--- src/rtl/tlb_pkg.sv ---
package tlb_pkg;
    localparam int PPN_W  = 27;
    localparam int ASN_W  = 7;
    localparam int PERM_W = 4;

    // page-table image bit positions
    localparam int IMG_PPN_LSB = 32;
    localparam int IMG_ASN_LSB = 57;
    localparam int IMG_RD_LSB  = 8;
    localparam int IMG_WR_LSB  = 12;
    localparam int IMG_FR_BIT  = 1;
    localparam int IMG_FW_BIT  = 2;
    localparam int IMG_GLB_BIT = 4;
    localparam int IMG_GH_LSB  = 5;
    localparam int IMG_GH_W    = 2;

    typedef enum logic [2:0] {
        SEL_ASN      = 3'd0,
        SEL_IMAGE    = 3'd1,
        SEL_TAG      = 3'd2,
        SEL_INV_ALL  = 3'd3,
        SEL_INV_PROC = 3'd4,
        SEL_INV_ONE  = 3'd5
    } sel_e;

    typedef struct packed {
        logic                 valid;
        logic                 glb;
        logic [ASN_W-1:0]     asn;
        logic [PPN_W-1:0]     ppn;
        logic [PERM_W-1:0]    rd_en;
        logic [PERM_W-1:0]    wr_en;
        logic                 f_rd;
        logic                 f_wr;
    } slot_t;

    function automatic slot_t image_to_slot(input logic [63:0] img,
                                            input logic [ASN_W-1:0] asn);
        slot_t s;
        s.valid = 1'b1;
        s.glb   = img[IMG_GLB_BIT];
        s.asn   = asn;
        s.ppn   = img[IMG_PPN_LSB +: PPN_W];
        s.rd_en = img[IMG_RD_LSB +: PERM_W];
        s.wr_en = img[IMG_WR_LSB +: PERM_W];
        s.f_rd  = img[IMG_FR_BIT];
        s.f_wr  = img[IMG_FW_BIT];
        return s;
    endfunction

    function automatic logic [63:0] slot_to_image(input slot_t s);
        logic [63:0] img;
        img = '0;
        img = img | (64'(s.ppn)   << IMG_PPN_LSB);
        img = img | (64'(s.rd_en) << IMG_RD_LSB);
        img = img | (64'(s.wr_en) << IMG_WR_LSB);
        img = img | (64'(s.f_rd)  << IMG_FR_BIT);
        img = img | (64'(s.f_wr)  << IMG_FW_BIT);
        img = img | (64'(s.glb)   << IMG_GLB_BIT);
        img = img | (64'(s.asn)   << IMG_ASN_LSB);
        return img;
    endfunction
endpackage

--- src/rtl/tlb_victim.sv ---
module tlb_victim #(
    parameter int N     = 8,
    localparam int IDX_W = $clog2(N)
) (
    input  logic             clk,
    input  logic             rst_n,
    input  logic [N-1:0]     valid,
    input  logic [IDX_W-1:0] rr_ptr,
    output logic [IDX_W-1:0] victim,
    output logic [IDX_W-1:0] victim_next
);
    logic             free_found;
    logic [IDX_W-1:0] free_idx;

    always_comb begin
        free_found = 1'b0;
        free_idx   = '0;
        for (int i = N - 1; i >= 0; i--) begin
            if (!valid[i]) begin
                free_found = 1'b1;
                free_idx   = IDX_W'(i);
            end
        end
        victim      = free_found ? free_idx : rr_ptr;
        victim_next = (victim == IDX_W'(N - 1)) ? '0 : victim + 1'b1;
    end

    // an invalid slot is always chosen ahead of the pointer
    p_victim_free_r6: assert property (@(posedge clk) disable iff (!rst_n)
        (valid != '1) |-> !valid[victim]);
endmodule

--- src/rtl/tlb_cam.sv ---
module tlb_cam
    import tlb_pkg::*;
#(
    parameter int N        = 8,
    parameter int VPN_W    = 30,
    parameter bit USE_GLB  = 1'b1
) (
    input  slot_t [N-1:0]            slots,
    input  logic  [N-1:0][VPN_W-1:0] vpns,
    input  logic  [VPN_W-1:0]        key_vpn,
    input  logic  [ASN_W-1:0]        key_asn,
    output logic  [N-1:0]            match
);
    for (genvar g = 0; g < N; g++) begin : g_cmp
        logic asn_ok;
        if (USE_GLB) begin : g_glb
            assign asn_ok = (slots[g].asn == key_asn) || slots[g].glb;
        end else begin : g_exact
            assign asn_ok = (slots[g].asn == key_asn);
        end
        assign match[g] = slots[g].valid && (vpns[g] == key_vpn) && asn_ok;
    end
endmodule

--- src/rtl/asn_tlb.sv ---
module asn_tlb
    import tlb_pkg::*;
#(
    parameter int ENTRIES    = 8,
    parameter int VPN_W      = 30,
    parameter int PAGE_SHIFT = 13,
    parameter int READ_SLOT  = 1,
    parameter bit INSTR_SIDE = 1'b0,
    localparam int IDX_W     = $clog2(ENTRIES)
) (
    input  logic              clk,
    input  logic              rst_n,
    input  logic              wr_en,
    input  logic [2:0]        wr_sel,
    input  logic [63:0]       wr_data,
    input  logic [2:0]        rd_sel,
    output logic [63:0]       rd_data,
    output logic              ins_err,
    input  logic [VPN_W-1:0]  lk_vpn,
    output logic              lk_hit,
    output logic [PPN_W-1:0]  lk_ppn,
    output logic [PERM_W-1:0] lk_rd_en,
    output logic [PERM_W-1:0] lk_wr_en,
    output logic              lk_fault_rd,
    output logic              lk_fault_wr
);
    typedef struct packed {
        slot_t [ENTRIES-1:0]            slot;
        logic  [ENTRIES-1:0][VPN_W-1:0] vpn;
        logic  [ASN_W-1:0]              asn;
        logic  [63:0]                   image;
        logic  [63:0]                   tag;
        logic  [IDX_W-1:0]              rr;
        logic                           err;
    } state_t;

    state_t s_d, s_q;

    logic [ENTRIES-1:0] valid_vec, glb_vec;
    logic [ENTRIES-1:0] lk_match, inv_match;
    logic [IDX_W-1:0]   victim, victim_next;
    logic [VPN_W-1:0]   wr_vpn;
    logic               gh_bad;
    sel_e               wsel;

    assign wsel   = sel_e'(wr_sel);
    assign wr_vpn = wr_data[PAGE_SHIFT +: VPN_W];
    assign gh_bad = s_q.image[IMG_GH_LSB +: IMG_GH_W] != '0;

    for (genvar g = 0; g < ENTRIES; g++) begin : g_vec
        assign valid_vec[g] = s_q.slot[g].valid;
        assign glb_vec[g]   = s_q.slot[g].glb;
    end

    tlb_victim #(.N(ENTRIES)) u_victim (
        .clk         (clk),
        .rst_n       (rst_n),
        .valid       (valid_vec),
        .rr_ptr      (s_q.rr),
        .victim      (victim),
        .victim_next (victim_next)
    );

    tlb_cam #(.N(ENTRIES), .VPN_W(VPN_W), .USE_GLB(1'b1)) u_cam_lookup (
        .slots   (s_q.slot),
        .vpns    (s_q.vpn),
        .key_vpn (lk_vpn),
        .key_asn (s_q.asn),
        .match   (lk_match)
    );

    tlb_cam #(.N(ENTRIES), .VPN_W(VPN_W), .USE_GLB(1'b0)) u_cam_inval (
        .slots   (s_q.slot),
        .vpns    (s_q.vpn),
        .key_vpn (wr_vpn),
        .key_asn (s_q.asn),
        .match   (inv_match)
    );

    // next-state logic
    always_comb begin
        slot_t fresh;
        s_d     = s_q;
        s_d.err = 1'b0;
        fresh   = image_to_slot(s_q.image, s_q.asn);
        if (INSTR_SIDE) begin
            fresh.wr_en = '0;
        end
        if (wr_en) begin
            case (wsel)
                SEL_ASN:   s_d.asn   = wr_data[ASN_W-1:0];
                SEL_IMAGE: s_d.image = wr_data;
                SEL_TAG: begin
                    if (gh_bad) begin
                        s_d.err = 1'b1;
                    end else begin
                        s_d.tag          = wr_data;
                        s_d.slot[victim] = fresh;
                        s_d.vpn[victim]  = wr_vpn;
                        s_d.rr           = victim_next;
                    end
                end
                SEL_INV_ALL: begin
                    for (int i = 0; i < ENTRIES; i++) s_d.slot[i].valid = 1'b0;
                end
                SEL_INV_PROC: begin
                    for (int i = 0; i < ENTRIES; i++)
                        if (!s_q.slot[i].glb) s_d.slot[i].valid = 1'b0;
                end
                SEL_INV_ONE: begin
                    for (int i = 0; i < ENTRIES; i++)
                        if (inv_match[i]) s_d.slot[i].valid = 1'b0;
                end
                default: ;
            endcase
        end
    end

    always_ff @(posedge clk) begin
        if (!rst_n) begin
            s_q <= '0;
        end else begin
            s_q <= s_d;
        end
    end

    // lookup: lowest matching slot wins
    always_comb begin
        slot_t pick;
        pick = '0;
        for (int i = ENTRIES - 1; i >= 0; i--) begin
            if (lk_match[i]) pick = s_q.slot[i];
        end
        lk_hit      = |lk_match;
        lk_ppn      = pick.ppn;
        lk_rd_en    = pick.rd_en;
        lk_wr_en    = pick.wr_en;
        lk_fault_rd = pick.f_rd;
        lk_fault_wr = pick.f_wr;
    end

    // register reads
    always_comb begin
        case (sel_e'(rd_sel))
            SEL_ASN:   rd_data = 64'(s_q.asn);
            SEL_IMAGE: rd_data = slot_to_image(s_q.slot[READ_SLOT]);
            SEL_TAG:   rd_data = s_q.tag;
            default:   rd_data = '0;
        endcase
    end

    assign ins_err = s_q.err;

    // a refused insert leaves the valid set unchanged
    p_refused_keeps_r4: assert property (@(posedge clk) disable iff (!rst_n)
        (wr_en && wsel == SEL_TAG && gh_bad) |=> ($stable(valid_vec) && ins_err));
    // nothing stays valid after a full clear
    p_clear_all_r7: assert property (@(posedge clk) disable iff (!rst_n)
        (wr_en && wsel == SEL_INV_ALL) |=> (valid_vec == '0));
    // only global slots can survive a process clear
    p_proc_global_r8: assert property (@(posedge clk) disable iff (!rst_n)
        (wr_en && wsel == SEL_INV_PROC) |=> ((valid_vec & ~glb_vec) == '0));
    // an accepted tag write leaves at least one valid slot
    p_commit_fills_r3: assert property (@(posedge clk) disable iff (!rst_n)
        (wr_en && wsel == SEL_TAG && !gh_bad) |=> (valid_vec != '0));
    // instruction-side hits never grant write permission
    p_no_write_perm_r12: assert property (@(posedge clk) disable iff (!rst_n)
        (INSTR_SIDE && lk_hit) |-> (lk_wr_en == '0));
    // clear registers read as zero
    p_clear_reads_zero_r10: assert property (@(posedge clk) disable iff (!rst_n)
        (rd_sel == SEL_INV_ALL || rd_sel == SEL_INV_PROC) |-> (rd_data == '0));
endmodule

--- config.mk ---
export PLATFORM = sky130hd
export DESIGN_NAME = asn_tlb
export DESIGN_NICKNAME = d
export VERILOG_FILES = /design/src/rtl/tlb_pkg.sv /design/src/rtl/tlb_victim.sv /design/src/rtl/tlb_cam.sv /design/src/rtl/asn_tlb.sv
export SDC_FILE = /design/constraint.sdc
export NUM_CORES = 2
export LEC_CHECK = 0
export BUFFER_PORTS_ARGS = -buffer_cell sky130_fd_sc_hd__clkbuf_2
export CAP_MARGIN = 10
export CORE_UTILIZATION = 55
export CTS_CLUSTER_SIZE = 24
export DETAILED_ROUTE_END_ITERATION = 8
export PLACE_DENSITY_LB_ADDON = 0.3
export SYNTH_ARGS = -nofsm -noshare
export SYNTH_HDL_FRONTEND = slang
export SYNTH_SLANG_ARGS = --single-unit
--- constraint.sdc ---
create_clock -name clk -period 7.2 [get_ports clk]
set_input_delay 2.16 -clock clk [delete_from_list [all_inputs] [get_ports clk]]
set_output_delay 2.16 -clock clk [all_outputs]
set_load 0.01 [all_outputs]
# ---- After elaboration in Yosys (flattened, before gate mapping)
# Index checks and enable logic that the tools add are counted.
dict set report word_totals {
  regBits 742
  in_bits 103
}
dict set report op_classes {
  n_bitwise 7
  n_mux 59
  eq_ne 49
  n_addsub 1
  reduce_logical 58
  magnitude_cmp 2
}
# op n
set op_table {}
lappend op_table {{2-to-1 mux 608 bit} 1}
lappend op_table {{== test 30 bit} 16}
lappend op_table {{bitwise mux 368 bit} 1}
lappend op_table {{2-to-1 mux 37 bit} 8}
lappend op_table {{bitwise mux 240 bit} 1}
lappend op_table {{one-hot mux 64 bit (3 select lines)} 1}
lappend op_table {{demux 46 bit (select 3 bit)} 1}
lappend op_table {{demux 30 bit (select 3 bit)} 1}
lappend op_table {{bitwise OR 59 x 64 -> 64 bit} 1}
lappend op_table {{bitwise OR 59 x 12 -> 59 bit} 1}
lappend op_table {{bitwise OR 59 x 16 -> 59 bit} 1}
lappend op_table {{bitwise OR 59 x 2 -> 59 bit} 1}
lappend op_table {{bitwise OR 59 x 3 -> 59 bit} 1}
lappend op_table {{bitwise OR 59 x 5 -> 59 bit} 1}
lappend op_table {{== test 7 bit} 8}
lappend op_table {{2-to-1 mux 46 bit} 1}
lappend op_table {{AND reduction 5 bit} 8}
lappend op_table {{!= test 2 bit, second input constant} 17}
lappend op_table {{logical AND 1 bit} 33}
lappend op_table {{one-hot mux 1 bit (4 select lines)} 8}
lappend op_table {{2-to-1 mux 3 bit} 10}
lappend op_table {{2-to-1 mux 30 bit} 1}
lappend op_table {{2-to-1 mux 1 bit} 25}
lappend op_table {{== test 3 x 2 -> 1 bit, second input constant} 3}
lappend op_table {{13 further kinds} 26}

# ---- Longest topological paths before layout
dict set report logic_depth {
  word_depth 16
  depth_mapped 12
  ltp_nobuf 9
}

# ---- Hierarchy
# From an unflattened synthesis, not the netlist that was laid out.
dict set report hier_totals {
  hier_cells 4073
  hier_area_um2 36787.8
}
# module n_inst area_per_inst_um2 cells_each
set modules_own_cells {}
lappend modules_own_cells {asn_tlb 1 29548.3 3164}
lappend modules_own_cells {{tlb_cam at u_cam_lookup} 1 3666.0 437}
lappend modules_own_cells {{tlb_cam at u_cam_inval} 1 3455.8 453}
lappend modules_own_cells {tlb_victim 1 117.6 19}

# ---- Worst setup path after synthesis
# OpenSTA, ideal clock, no wires.
dict set report synth_timing {
  path_kind {input port to output port}
  startpoint {input port lk_vpn[19]}
  endpoint {output port lk_ppn[25]}
  slack_ns 1.025
  arrival_time_ns 4.015
  path_buffers 2
  required_time_ns 5.040
  stages 9
  cell_sequence {buf_4 -> xor2_1 -> nor4_2 -> nand4_1 -> nor3b_4 -> buf_6 -> mux2_2 -> o221ai_1 -> a41oi_1}
}
dict set report synth_between {
  elab_chain_cells 11
  elab_cells_between_ends 32
}
# item line
set synth_lines {}
lappend synth_lines {{start, declared} asn_tlb.sv:19} ;# input logic [VPN_W-1:0] lk_vpn,
lappend synth_lines {{== test 30 bit} tlb_cam.sv:21} ;# assign match[g] = slots[g].valid && (vpns[g] == key_vpn) && asn_ok;
lappend synth_lines {{logical AND 1 bit (2 in series)} tlb_cam.sv:21}
lappend synth_lines {{2-to-1 mux 37 bit (7 in series)} asn_tlb.sv:132} ;# if (lk_match[i]) pick = s_q.slot[i];
lappend synth_lines {{2-to-1 mux 37 bit *} asn_tlb.sv:132}
lappend synth_lines {{end, declared} asn_tlb.sv:21} ;# output logic [PPN_W-1:0] lk_ppn,
# Every way passes the cells marked *; elsewhere a longest branch is shown, timed or not.

# ---- Final worst setup path
dict set report layout_timing {
  startpoint {input port lk_vpn[4]}
  endpoint {output port lk_ppn[24]}
}
# Same word-level chain as after synthesis.

==> reports/results.ini <==
[clock_network]
clk_latency_ps = 640
cts.htree.levels = 3
cts_num_sinks = 723
path_clk_slew_ps = 60
cts_root_buf = clkbuf_16
cts_buffer_depth = 3
cts-hold-fix-buffers = 0
tritoncts = yes
cts_buffers = 77

[timing]
hold_viol = 0
relSlewSlack_pct = 18.4
drv_slew = 0
fin_crit_ps = 7110
rsz0062_at_grt = false
clock.fmax_mhz = 141
finalClockSkew_ps = 26.6
tightest_slew_ps = 1220
post-route-period-util_pct = 98.7
fin_tns_setup_ps = 0
setup_violations = 0

[critical_path]
cp_num_buf_inv = 4
crit_fanout = 6
crit_chain = clkbuf_2 -> buf_4 -> xor2_1 -> nor4_1 -> nand4_1 -> nor2_1 -> a31o_2 -> o221ai_1 -> a221o_1 -> a32oi_1 -> buf_4 -> clkbuf_2
r2r_end = s_q[654]
critical-path-slowest-cell = nor2_1
end_kind = output pin
worstReg2RegStart = s_q[134]
arrival_ps = 4950
crit_start = lk_vpn[4]
crit_required_ps = 5040
reg2reg_depth = 9
critPathMaxStageDelay_ps = 400
crit_path_start_kind = input port
worst-path-stages = 12
crit_end = lk_ppn[24]
critical_path_class = input port to output pin
critical_path.top_delay_family = compound AO/OA/AOI/OAI gates
r2r_slack_ps = 3500

[detailed_routing]
vias_per_cell = 6.12
wl_met2_mm = 51.7
via_count = 32758
wirelength_mm = 124
drcViolationCount = 0
detail-route-antenna-nets = 0
met1Wirelength_mm = 50.0
topRoutingLayerUsed = met5
wl_per_cell_um = 23.2
drtPass1Iterations = 8
first_iter_violations = 4578
wl_met3_mm = 16.1

[cells_and_area]
layout.nets = 4563
fillers = 5509
drive_gt1_share_pct = 12.3
syn_to_final_growth_pct = 12.7
ff_latch_area_um2 = 14500
final_cells = 5356
multiInputGateArea_um2 = 18500

[place]
gp_congestion = 1.06
dp.cells = 5213
dpl.hpwl_mm = 78.7
place.port_buffers = 205

[logic_synthesis]
yosysMostFrequentCell = nand2_1
ys_warn_count = 0
synth_seq_cells = 723
synth-main-ff-cell = dfxtp_1
synth_cell_types = 60
synth_area_leaders = dfxtp_1, nand2_1, xnor2_1, a21oi_1, xor2_1
synth_fp_nets = 4546
synth_top_cell_area_share_pct = 41.6
synthCells = 4442
ys_top_cells_by_count = nand2_1, dfxtp_1, a21oi_1
synth-async-reset-ratio_pct = 0
syn_avg_cell_area_um2 = 7.84
synth_top_area_cell = dfxtp_1
synth-edff-count = 0
yosysSeqAreaShare_pct = 41.6
mappedNetlistArea_um2 = 34800

[die]
die_w_um = 254
die_area_um2 = 64300
core_area_um2 = 62200
fp-row-count = 91
initial_utilization_pct = 56.0
io_pins = 206
fp.dieH_um = 254

[power_and_ir_drop]
total_leakage_power_nw = 13.8
power_mw = 8.63
pwr_density_cell_nw_per_um2 = 220
ir_worst_vdd_mv = 0.176

[global_routing]
grt_pass1_vias = 29869
grt_overflow_total = 0
grt_max_degree = 155
grt_use_total_pct = 37.9
antenna_found_initial = 3
grt_first_pass_wirelength_mm = 185

[worst_hold_path]
hp-class = flip-flop to flip-flop

[flow_run]
maxCapViolCount = 0

[status]
status = completed

-- flip-flops by register name, summed over array words and instances, names as in the netlist --
name / cells
glb_vec: 8
s_q: 714
ins_err: 1
-- placed cells by master, fill, tap and decap left out, types with 41 or more instances in the layout --
master     instances
nand2_1         1349
nor4_1            58
o21ai_0           90
dfxtp_1          723
nor2_1           109
nand4_1           96
mux2i_1           90
clkbuf_16         78
xnor2_1          370
a21oi_1          641
xor2_1           163
a221oi_1          41
buf_4            130
clkbuf_2         205
-- where the power goes --
part | total (mW) | internal (mW) | switching [mW] | leakage (nW)
clock | 4.02 | 2.33 | 1.69 | 1.23
combinational | 0.562 | 0.173 | 0.389 | 6.78
sequential | 4.05 | 4.02 | 0.0280 | 5.83
total | 8.63 | 6.52 | 2.11 | 13.8
-- cells by family (layout without fill, tap and decap cells) --
kind of cell | Yosys count | count (layout) | synth area share, %
AO/OA/AOI/OAI | 944 | 944 | 16.2
XOR/XNOR | 533 | 533 | 13.4
adder cells (fa/ha/maj) | 1 | 1 | 0.0359
buffers and inverters | 439 | 514 | 5.83
flip-flops | 723 | 723 | 41.6
multiplexers | 91 | 91 | 2.62
other | 0 | 2 | 0
AND/OR/NAND/NOR | 1711 | 1711 | 20.3
-- layer usage --
metal | global-route usage, % | vias up
li1 | - | 14759
met3 | 9.67 | 415
met2 | 54.8 | 2091
met4 | 18.9 | 2
met5 | 0 | -
met1 | 52.0 | 15491
-- area by class of cell --
type	count	share of cell area (%)
Multi-Input combinational cell	3280	47.1
Sequential cell	723	36.9
Timing Repair Buffer	366	6.69
Clock buffer	115	5.66
Tap cell	837	2.67
Clock inverter	22	0.801
Inverter	11	0.124
Antenna cell	2	0.0128
-- worst min path at each step --
stage                         from       end  cells past startpoint
after floorplan            s_q[11]   s_q[11]                      2
after global placement     s_q[34]   s_q[34]                      2
after detailed placement   s_q[11]   s_q[11]                      2
after CTS                 s_q[613]  s_q[613]                      2
after global routing      s_q[530]  s_q[530]                      2
final                      s_q[11]   s_q[11]                      2
-- repair_timing --
| item | CTS | global route |
|---|---|---|
| resized for setup | 0 | 3 |
| hold endpoints to repair | 0 | 0 |
| setup buffers | 0 | 4 |
| endpoints found under the setup margin | 0 | 19 |
-- through the flow --
stage | setup WS [ps] | hold slack [ps] | cell area [µm²] | utilization, %
floorplan | 1030 | 432 | 34800 | -
global placement | 25.4 | 438 | 36600 | 58.9
detailed placement | 31.1 | 443 | 36600 | 58.9
CTS | 37.6 | 452 | 39100 | 63.0
global route | 31.6 | 465 | 39200 | 63.1
finish | 90.1 | 449 | 39200 | 63.1
-- worst register-to-register path, stage by stage (launching register included) --
cell and delay, ps:
dfxtp_1 650, buf_4 300, xnor2_1 150, nand4_1 140, nor4_2 820, nand4_1 170
nor4_1 650, o21ai_0 300, nor4_1 240, o221a_2 230
(Power assumes the default switching activity.)
